## src/rtl/tsr_pkg.sv

```systemverilog
package tsr_pkg;
  parameter int unsigned DEF_SEG_LEN = 16;
  parameter int unsigned DEF_NUM_SEG = 4;

  typedef enum logic {
    MODE_CHAIN = 1'b0,
    MODE_LOAD  = 1'b1
  } tsr_mode_e;
endpackage

```

## src/rtl/tsr_segment.sv

```systemverilog
// One segment of the delay line; q[0] is the entry stage, q[LEN-1] the tap.
module tsr_segment #(
  parameter int unsigned LEN = 16
) (
  input  logic           clk,
  input  logic           rst_n,
  input  logic           din,
  output logic [LEN-1:0] q
);
  logic [LEN-1:0] q_nxt;

  always_comb begin
    q_nxt = {q[LEN-2:0], din};
  end

  always_ff @(posedge clk or negedge rst_n) begin
    if (!rst_n) begin
      q <= '0;
    end else begin
      q <= q_nxt;
    end
  end
endmodule

```

## src/rtl/tsr_feed.sv

```systemverilog
// Selects the entry bit of every segment from the mode.
module tsr_feed
  import tsr_pkg::*;
#(
  parameter int unsigned NSEG = 4
) (
  input  logic            ser_in,
  input  tsr_mode_e       mode,
  input  logic [NSEG-2:0] tap_in,
  input  logic [NSEG-2:0] prev_tail,
  output logic [NSEG-1:0] seg_din
);
  always_comb begin
    seg_din[0] = ser_in;
  end

  for (genvar k = 1; k < NSEG; k++) begin : g_feed
    always_comb begin
      if (mode == MODE_LOAD) begin
        seg_din[k] = tap_in[k-1];
      end else begin
        seg_din[k] = prev_tail[k-1];
      end
    end
  end
endmodule

```

## src/rtl/tapped_sr.sv

```systemverilog
module tapped_sr
  import tsr_pkg::*;
#(
  parameter int unsigned SEG_LEN = DEF_SEG_LEN,
  parameter int unsigned NUM_SEG = DEF_NUM_SEG
) (
  input  logic               clk,
  input  logic               rst_n,
  input  logic               ser_in,
  input  logic               ld_mode,
  input  logic [NUM_SEG-2:0] tap_in,
  output logic [NUM_SEG-1:0] tap_out,
  output logic [NUM_SEG-1:0] tap_oe
);
  localparam int unsigned TOTAL = SEG_LEN * NUM_SEG;

  tsr_mode_e                       mode;
  logic [NUM_SEG-1:0][SEG_LEN-1:0] seg_q;
  logic [NUM_SEG-1:0]              seg_din;
  logic [NUM_SEG-2:0]              prev_tail;
  logic [TOTAL-1:0]                state_flat;

  always_comb begin
    mode = ld_mode ? MODE_LOAD : MODE_CHAIN;
  end

  for (genvar k = 0; k < NUM_SEG - 1; k++) begin : g_tail
    assign prev_tail[k] = seg_q[k][SEG_LEN-1];
  end

  tsr_feed #(
    .NSEG(NUM_SEG)
  ) u_feed (
    .ser_in   (ser_in),
    .mode     (mode),
    .tap_in   (tap_in),
    .prev_tail(prev_tail),
    .seg_din  (seg_din)
  );

  for (genvar k = 0; k < NUM_SEG; k++) begin : g_seg
    tsr_segment #(
      .LEN(SEG_LEN)
    ) u_seg (
      .clk  (clk),
      .rst_n(rst_n),
      .din  (seg_din[k]),
      .q    (seg_q[k])
    );
    assign tap_out[k] = seg_q[k][SEG_LEN-1];
  end

  always_comb begin
    tap_oe = (mode == MODE_CHAIN) ? '1 : '0;
  end

  assign state_flat = seg_q;
endmodule

```

## config.mk

```make
export PLATFORM = sky130hd
export DESIGN_NAME = tapped_sr
export DESIGN_NICKNAME = d
export VERILOG_FILES = /design/src/rtl/tsr_pkg.sv /design/src/rtl/tsr_segment.sv /design/src/rtl/tsr_feed.sv /design/src/rtl/tapped_sr.sv
export SDC_FILE = /design/constraint.sdc
export NUM_CORES = 1
export LEC_CHECK = 0
export BUFFER_PORTS_ARGS = -buffer_cell sky130_fd_sc_hd__buf_2
export CAP_MARGIN = 20
export CORE_MARGIN = 2
export CORE_UTILIZATION = 40
export DETAILED_ROUTE_END_ITERATION = 10
export PLACE_DENSITY = 0.57
export SLEW_MARGIN = 10
export SYNTH_ARGS = -nofsm -noshare
export SYNTH_HDL_FRONTEND = slang
export SYNTH_SLANG_ARGS = --single-unit
```

## constraint.sdc

```tcl
create_clock -name clk -period 1 [get_ports clk]
set_clock_uncertainty 0.15 [all_clocks]
set_input_delay 0.15 -clock clk [delete_from_list [all_inputs] [get_ports clk]]
set_output_delay 0.15 -clock clk [all_outputs]
set_load 0.01 [all_outputs]
```

After elaboration in Yosys (flattened, before gate mapping)
Index checks and enable logic that the tools add are counted.
{ "word_totals": {"wordCells": 9, "input_bits": 7, "out_inout_bits": 8, "regBits": 64} }
{ "op_classes": {"n_mux": 5} }
{ "op_table": {"columns": ["op", "n"], "rows": [
  ["1-bit 2-to-1 mux", 4],
  ["4-bit 2-to-1 mux", 1]
]} }

Depth between registers and ports, before layout
Gate-level depths: netlist of run 1.
{ "depth": {"word_depth": 2, "depth_mapped": 2, "ltp_nobuf": 1} }

Hierarchy
Synthesis of run 1 repeated with hierarchy kept, for this count alone.
{ "hier_totals": {"hier_cells": 72, "hier_area_um2": 1669.1} }
{ "by_module_without_submodules": {"columns": ["mod", "seq_area_each_um2", "instances", "cells_each", "area_each_um2"], "rows": [
  ["tsr_segment", 400.4, 4, 16, 400.4],
  ["tsr_feed", 0.0, 1, 4, 41.3],
  ["tapped_sr", 0.0, 1, 4, 26.3]
]} }

Worst setup path after synthesis of run 1
No wires, ideal clock.
{ "synth_timing": {"path_type": "register to register", "from": "register g_seg[0].u_seg.q[15]", "to": "register g_seg[1].u_seg.q[0]", "slack_ns": 0.132, "setup_ns": 0.125, "t_arrival_ns": 0.593, "period_less_slack_ns": 0.868, "t_required_ns": 0.725, "path_stages_with_launch": 2, "path_buffers": 0, "cell_sequence": "dfrtp_1 > mux2_2"} }
{ "synth_between": {"elab_chain_len": 1} }
{ "synth_lines": {"columns": ["item", "line_no", "text"], "rows": [
  ["start: declaration", "tsr_segment.sv:8", "output logic [LEN-1:0] q"],
  ["start signal: assignment", "tsr_segment.sv:20", "q <= q_nxt;"],
  ["1-bit 2-to-1 mux", "tsr_feed.sv:19", "if (mode == MODE_LOAD) begin"],
  ["named net g_seg[1].u_seg.din", "tsr_segment.sv:7", "input logic din,"],
  ["end signal: assignment", "tsr_segment.sv:20", null],
  ["end: declaration", "tsr_segment.sv:8", null]
]} }
The timed path passes the listed nets, and every way through them passes these cells.

Worst setup path in the final report of run 1
{ "layout_timing": {"from": "register g_seg[2].u_seg.q[15]", "to": "output tap_out[2]"} }
{ "layout_rtl": {"columns": ["item", "line_no", "text"], "rows": [
  ["start: declaration", "tsr_segment.sv:8", null],
  ["start signal: assignment", "tsr_segment.sv:20", null],
  ["end: declaration", "tapped_sr.sv:12", "output logic [NUM_SEG-1:0] tap_out,"]
]} }
No word-level cell between the ends.

==> run summary, run 1 <==
Nature of the critical path startpoint: a flip-flop. The worst slew slack as a fraction of its limit is 79.5%. Cells fill 50.2% of the core in the end. The setup check on the worst reg-to-reg path leaves a slack of -50 ps. The floorplan step defined a die boundary enclosing 4770 µm².

The sum of buffers and inverters on the critical path was 1; the total congestion overflow was 0. For the pin with the worst max-slew slack, the measured transition is 308 ps. Ranked by flip-flop count, first place goes to g_seg.u_seg.q. The logs give 133 for the cell count after placement and 4 for the number of distinct standard cells referenced by the synthesized netlist. The DRC violation count after routing came out at 0.

The number of antenna violations at the first check in global routing is 0, and the time the final worst path needs with I/O delays and setup is 1140 ps. No sink is reached through more buffers than the 2 on the longest clock path. After clock tree synthesis, the flow added hold-fix buffers numbering 5. The latest clock arrival within the worst-skew pair is 320 ps. The clock drives 64 sinks. The initial core utilization is 42.0%.

Setup repair after global routing could not meet its margin everywhere. Top cell family by delay on the critical path: flip-flops. The average wire length per cell after detail routing works out to 13.8 µm. Cell area after technology mapping: 1690 µm². IR analysis of the VDD net gives a maximum drop of 1.08 mV. The max-slew violation count is 0, and the post-synthesis sequential area ratio is 94.7%. Leaving out fill and tap cells, the most frequent cells in the layout are 64 x sky130_fd_sc_hd__dfrtp_1, 12 x sky130_fd_sc_hd__buf_2, 10 x sky130_fd_sc_hd__clkbuf_8. The aggregate routed wire length was 2.13 mm. Excluding fillers, the count of instances in the completed layout stands at 154. The tools report the number of hold violations in the final report as 1. STA puts the critical path data arrival time at 840 ps.

The logs give -143 ps for the final critical-path setup slack and 23 for the placement row count. The run gives -0.372 ps as the minimum hold slack. The register with the most flip-flops in the layout has 64 of them. The run gives 621 as the total number of vias. Global routing used 10.7% of the available tracks across all layers. The first routing iteration left 31 violations.

Leaving out fill and tap cells, the most frequent cell in the layout is sky130_fd_sc_hd__dfrtp_1. In this run the static leakage power is 0.959 nW. The tools report the data required time at the worst endpoint as 700 ps. Setup violations remaining at the end of the flow were counted as 5. The average instance in the mapped netlist occupies 22.6 µm².

TritonCTS built the clock tree. Setup total negative slack on the finished layout was measured at -562 ps. The final antenna diode count is 0.

The critical path class is flip-flop to output pin. The count of nets left with antenna violations after detail routing is 0, and the per-cell via count in the routed design is 4.03. The net count of the finished layout is 106. The first global-routing pass estimated 3.54 mm of wire. The achievable clock frequency is 0.875 GHz. Port buffering added 14 buffers. The largest single stage delay on the critical path is 390 ps. The total power divided by cell area is 2370 nW/µm², and the maximum level of the CTS H-tree is 3. The floorplan step set the die width to 69.0 µm. For this run, the detailed router's first-pass iteration total came to 4. The worst setup path is captured at an output pin. The tool flagged a number of max-cap violations equal to 0. After floorplanning, the core was sized to cover 4030 µm². For the number of global-route vias before repair, the log shows 683. For the post-synthesis cell count, the log shows 75.

The number of buffers created by CTS came out at 9. The class of the worst hold path was input pin to flip-flop. The layout cell share with drive strength beyond 1 is 30.8%. Traced cell by cell, the critical path runs through buf_6. During synthesis, Yosys emitted a total of 0 warnings. The largest registers in the layout are g_seg.u_seg.q (64). The run finished, with violations left.

The tree is rooted in a sky130_fd_sc_hd__clkbuf_8. The part of the cycle the worst path needs came out at 114%. The final reports fail on hold timing, setup timing. Entering global routing, the biggest net connects 65 pins.

The congestion estimate from routability-driven global placement came to 0.661. For the final HPWL from detailed placement, the log shows 1.04 mm. The number of nets in the synthesized netlist is 82. The I/O pin count came out at 15. Critical path's slowest cell: sky130_fd_sc_hd__dfrtp_1. The number of register bits inferred by synthesis works out to 64.

After clock tree synthesis, the clock-pin slew on the worst setup and hold paths is 60 ps. Measured along the y axis, the die boundary spans 69.0 µm. Largest fanout on the critical path: 2.

The area growth from synthesis to layout is 19.5%.
==> power by group <==
part	switching [W]	internal (W)
logic	0.0000806	0.0000619
registers	0.0000593	0.00279
clock network	0.000857	0.000950
total	0.000997	0.00380
==> routing by layer <==
| metal | wire, µm | global-route usage, % | vias to the layer above | part of all wire [%] |
|---|---|---|---|---|
| met2 | 918 | 12.1 | 19 | 43 |
| met1 | 1050 | 15.0 | 328 | 49 |
| met4 | 31 | 5.23 | 0 | 1.5 |
| met5 | 0 | 0 | - | 0 |
| met3 | 129 | 7.89 | 3 | 6.1 |
| li1 | - | - | 271 | - |
==> what timing repair did <==
| item | CTS | global route |
|---|---|---|
| endpoints found under the hold margin | 68 | 2 |
| setup endpoints to repair | 4 | 7 |
| setup buffers | 0 | 1 |
| resized for setup | 1 | 2 |
==> area by class of cell <==
class	count	area (µm²)
clock buffers	12	145
clock inverters	4	20.0
fillers	326	2010
inverters	1	3.75
multi-input cells	3	37.5
flip-flops and latches	64	1600
well taps	50	62.6
repair buffers	20	151
==> worst paths after layout <==
check / startpoint / endpoint / cells after the start
worst max-delay path: g_seg[2].u_seg.q[15]$_DFF_PN0_ / tap_out[2] / 1
worst min-delay path: ld_mode / g_seg[3].u_seg.q[0]$_DFF_PN0_ / 2
worst max register to register: g_seg[1].u_seg.q[15]$_DFF_PN0_ / g_seg[2].u_seg.q[0]$_DFF_PN0_ / 2
worst min register to register: g_seg[1].u_seg.q[6]$_DFF_PN0_ / g_seg[1].u_seg.q[7]$_DFF_PN0_ / 0
max in group asynchronous: rst_n / g_seg[0].u_seg.q[1]$_DFF_PN0_ / 3
min in group asynchronous: rst_n / g_seg[2].u_seg.q[15]$_DFF_PN0_ / 3
==> cell families after synthesis <==
| logic type | after synthesis | share of synthesized area, % |
|---|---|---|
| buffers and inverters | 8 | 3.33 |
| muxes | 3 | 2.00 |
| DFF | 64 | 94.7 |
==> through the flow <==
stage	cell area [µm²]	power, W	hold slack [ps]	worst slack (ps)
after CTS	2010	0.00487	-32.5	-166
after floorplan	1690	0.00292	-296	132
after detailed placement	1790	0.00301	26.6	88.9
after global placement	1790	0.00301	22.7	130
final	2020	0.00479	-0.372	-143
after global routing	2020	0.00504	-8.54	-181
==> cell usage after synthesis <==
library cell	n	area (µm²)
sky130_fd_sc_hd__dfrtp_1	64	1600
sky130_fd_sc_hd__buf_4	7	52.6
sky130_fd_sc_hd__mux2_2	3	33.8
sky130_fd_sc_hd__inv_1	1	3.75
==> worst reg2reg max path, cell delays in order, from the launching register on <==
cell and delay, ps:
sky130_fd_sc_hd__dfrtp_1 380, sky130_fd_sc_hd__buf_4 130, sky130_fd_sc_hd__mux2_4 270
Power figures use the tool's default switching activity.
==> inputs of run 2 (changes only) <==
--- a/config.mk
+++ b/config.mk
@@ -14,4 +14,5 @@
 export SLEW_MARGIN = 10
 export SYNTH_ARGS = -nofsm -noshare
 export SYNTH_HDL_FRONTEND = slang
+export SYNTH_HIERARCHICAL = 1
 export SYNTH_SLANG_ARGS = --single-unit
==> constraint.sdc (replaced) <==
create_clock -name clk -period 1 [get_ports clk]
set_clock_uncertainty 0.15 [all_clocks]
set_input_delay 0.2 -clock clk [delete_from_list [all_inputs] [get_ports clk]]
set_output_delay 0.2 -clock clk [all_outputs]
set_load 0.01 [all_outputs]
==> run 2 against run 1 <==
Sequential power barely moved. Die area fell by 1.3%. Sequential cell count did not move. Core utilization fell by 0.17 points. Critical endpoint is now tap_out[1]. Combinational power fell by 6%. Sequential share of layout area rose by 0.84 points. Synthesized cell count fell by 4.0%. Clock-buffer cell count rose by 3. Critical path type unchanged. The flow still finishes with violations (hold timing, setup timing). Final area fell by 1.1%.
==> run summary, run 2 <==
The worst setup path is of the flip-flop to output pin kind. The I/O pin count was 15 (unchanged); the slew of the pin with the lowest slew margin was 309 ps (+0.777 ps). The number of register bits inferred by synthesis came out at 64 (unchanged). The tools report the number of max-cap violations as 0 (unchanged).

For the number of DRC markers after the initial detailed-route iteration, the log shows 38 (+23%). The clock slew seen by the registers of the worst setup and hold paths is 60 ps (about the same). The final non-filler cell total is 152 (-1.3%). Setup repair after global routing could not meet its margin everywhere. The time the final worst path needs with I/O delays and setup came out at 1190 ps (+45.1 ps). The CTS root buffer is sky130_fd_sc_hd__clkbuf_8. Cell area after technology mapping: 1670 µm² (-1.3%). The part of the cycle the worst path needs is 119% (+4.5 points), and the post-synthesis sequential area ratio is 96.0% (+1.3 points). The clock sink count was 64 (unchanged); the largest fanout on the critical path was 2 (unchanged). Ranked by instance count, the synthesized netlist is headed by 64 x sky130_fd_sc_hd__dfrtp_1, 4 x sky130_fd_sc_hd__buf_4, 3 x sky130_fd_sc_hd__mux2_2. The DRC violation count after routing is 0 (unchanged).

Max-slew violation count: 0 (unchanged). In the layout the commonest cells are 64 x sky130_fd_sc_hd__dfrtp_1, 14 x sky130_fd_sc_hd__buf_2, 11 x sky130_fd_sc_hd__clkbuf_8. The tools report the placement row count as 23 (unchanged). Achievable clock frequency: 0.841 GHz (-3.8%).

The count of input and output buffers was 14 (unchanged); the flip-flop count of the largest register, all copies and words added was 64 (unchanged). The number of endpoints failing setup at the final stage came out at 5 (unchanged). The total power consumption of the routed design is 0.00481 W (+0.26%). Layout overhead on the synthesized area: 19.9%. sky130_fd_sc_hd__dfrtp_1 is the most common cell in the netlist. The largest net degree at the start of global routing came out at 65 (unchanged). The leakage power total was 0.939 nW (-2.0%); the floorplan die height was 68.6 µm (-0.63%).

The cell count after placement is 133 (unchanged), and the final antenna diode count is 0 (unchanged). The total nets after synthesis was 79 (-3.7%). Final HPWL from detailed placement: 965 µm (-6.8%). Walking the worst path, the cells encountered are buf_2. The run gives 840 ps (about the same) as the data arrival time of the critical path. g_seg.u_seg/q holds more flip-flops than any other register. The maximum level of the CTS H-tree was 3 (unchanged); the horizontal extent of the die was 68.6 µm (-0.63%). The maximum single-stage delay on the critical path came out at 380 ps (about the same). The run gives 4710 µm² (-1.3%) as the floorplan die area. The predominant post-synthesis flop cell is sky130_fd_sc_hd__dfrtp_1. The tools report the total congestion overflow as 0 (unchanged).

The sum of buffers and inverters on the critical path works out to 1 (unchanged). TritonCTS built the clock tree. The post-synthesis cell count was 72 (-4.0%); the number of global-route vias before repair was 682 (-0.15%). The area of the placeable core was 4000 µm² (-0.71%).

The library cell used most frequently in the layout, excluding fill and tap cells, is sky130_fd_sc_hd__dfrtp_1. The first-pass GRT wire length is 3.25 mm (-8.2%), and the async set-reset flop share out of synthesis is 100% (unchanged). The worst ir drop on vdd was 1.19 mV (+10%).

The number of distinct standard cells referenced by the synthesized netlist came out at 4 (unchanged). The total routing usage reported by global routing was 11.0% (+0.24 points); the final net count was 105 (-0.94%). The run gives 3 (-1) as the number of detailed-routing iterations run before antenna repair.

Layout cell share with drive strength beyond 1: 30.4% (-0.38 points). The run gives 0 (unchanged) as the number of antenna violations at the first check in global routing. Ranked by total cell area, the synthesized netlist is headed by sky130_fd_sc_hd__dfrtp_1 96%, sky130_fd_sc_hd__mux2_2 2.0%, sky130_fd_sc_hd__buf_4 1.8%.

For the worst slew slack as a fraction of its limit, the log shows 79.4% (about the same). Number of buffers created by CTS: 9 (unchanged). STA classifies the critical path startpoint as a flip-flop. The flow ran to the end, but the final reports show violations.

The tools report the data required time at the worst endpoint as 650 ps (-50 ps). Hold-fix buffer count after cts: 2 (-3). Broken down by cell family, the worst path's largest delay share belongs to flip-flops. The tools report the minimum hold slack as -38.4 ps (-38.1 ps). The number of hold violations in the final report was 3 (+2); the average wire length per cell after detail routing was 12.7 µm (-7.8%).

The final critical-path setup slack is -189 ps (-45.1 ps), and the aggregate routed wire length is 1.93 mm (-9.0%). The per-cell via count in the routed design works out to 4.07 (+0.99%). The worst setup path is captured at an output pin. The final estimated routing congestion in global placement came out at 0.636 (-3.7%).

The tools report the maximum count of clock buffers along a single path as 2 (unchanged). The slowest stage of the critical path belongs to the cell sky130_fd_sc_hd__dfrtp_1. Biggest area consumer among synthesized cells: sky130_fd_sc_hd__dfrtp_1. The post-synthesis average cell area was 23.2 µm² (+2.8%); the count of nets left with antenna violations after detail routing was 0 (unchanged).

Number of enable flip-flop cells after synthesis: 0 (unchanged). For the latest clock arrival within the worst-skew pair, the log shows 320 ps (about the same). In the final layout, the registers with the most flip-flops are g_seg.u_seg/q (64). The total power divided by cell area was 2400 nW/µm² (+1.3%); the top cell type's share of synthesized area was 96.0% (+1.3 points).

The final reports fail on hold timing, setup timing. The class of the worst hold path was input pin to flip-flop. The initial core utilization was 41.7% (-0.26 points); the total number of vias was 619 (-0.32%). The Yosys warning count came out at 6 (+6).
[run 2: repair_timing]
action / 4_1_cts / 5_1_grt
setup buffers: 1 / 1
hold endpoints to repair: 68 / 3
pin swaps: 0 / 0
endpoints found under the setup margin: 4 / 5
gates resized for setup: 0 / 2
[run 2: worst reg2reg max path, delay by kind of cell (launching register included)]
kind                   cells  cell delay, ps
muxes                      1             260
DFF                        1             380
buffers and inverters      2             240
[run 2: final timing paths]
path,endpoint,slack (ps),depth (start not counted),start
hold reg to reg,g_seg[1].u_seg/q[9]$_DFF_PN0_,200,0,g_seg[1].u_seg/q[8]$_DFF_PN0_
setup reg to reg,g_seg[2].u_seg/q[0]$_DFF_PN0_,-140,3,g_seg[1].u_seg/q[15]$_DFF_PN0_
max in group asynchronous,g_seg[2].u_seg/q[6]$_DFF_PN0_,170,3,rst_n
setup / recovery,tap_out[1],-190,1,g_seg[1].u_seg/q[15]$_DFF_PN0_
min in group asynchronous,g_seg[1].u_seg/q[14]$_DFF_PN0_,290,3,rst_n
hold / removal,g_seg[3].u_seg/q[0]$_DFF_PN0_,-40,2,tap_in[2]
[run 2: per-stage QoR]
stage	setup slack, ps	instance area [µm²]	setup TNS, ps	hold WS [ps]	utilization, %
after floorplan	80.6	1670	0	-246	-
after global placement	86.2	1790	0	73.4	44.8
after CTS	-207	1990	-821	-53.2	49.6
after global routing	-233	2000	-1030	-50.4	50.0
after detailed placement	56.7	1790	0	79.4	44.8
final	-189	2000	-834	-38.4	50.0
[run 2: report_power, final]
group	internal [W]	switching [W]	leakage, nW	total (W)
Clock	0.00103	0.000802	0.0838	0.00183
Sequential	0.00279	0.0000591	0.750	0.00285
Combinational	0.0000562	0.0000768	0.105	0.000133
[run 2: area by class of cell]
type	instances	area [µm²]
fill	324	2000
sequential	64	1600
clock buffer	15	166
timing repair buffer	19	129
tap	50	62.6
multi-input combinational	3	37.5
inverter	1	3.75
[run 2: kinds of logic (layout without fill, tap and decap cells)]
kind of cell / count (synthesis) / count (layout) / synth area share (%)
buffers and inverters: 5 / 35 / 2.02
flip-flops: 64 / 64 / 96.0
multiplexers: 3 / 3 / 2.02
[run 2: layer usage]
metal | GRT usage [%] | part of all wire (%)
met5 | 0 | 0
met1 | 13.4 | 51
met4 | 8.25 | 1.7
met2 | 13.8 | 39
met3 | 6.82 | 8.7
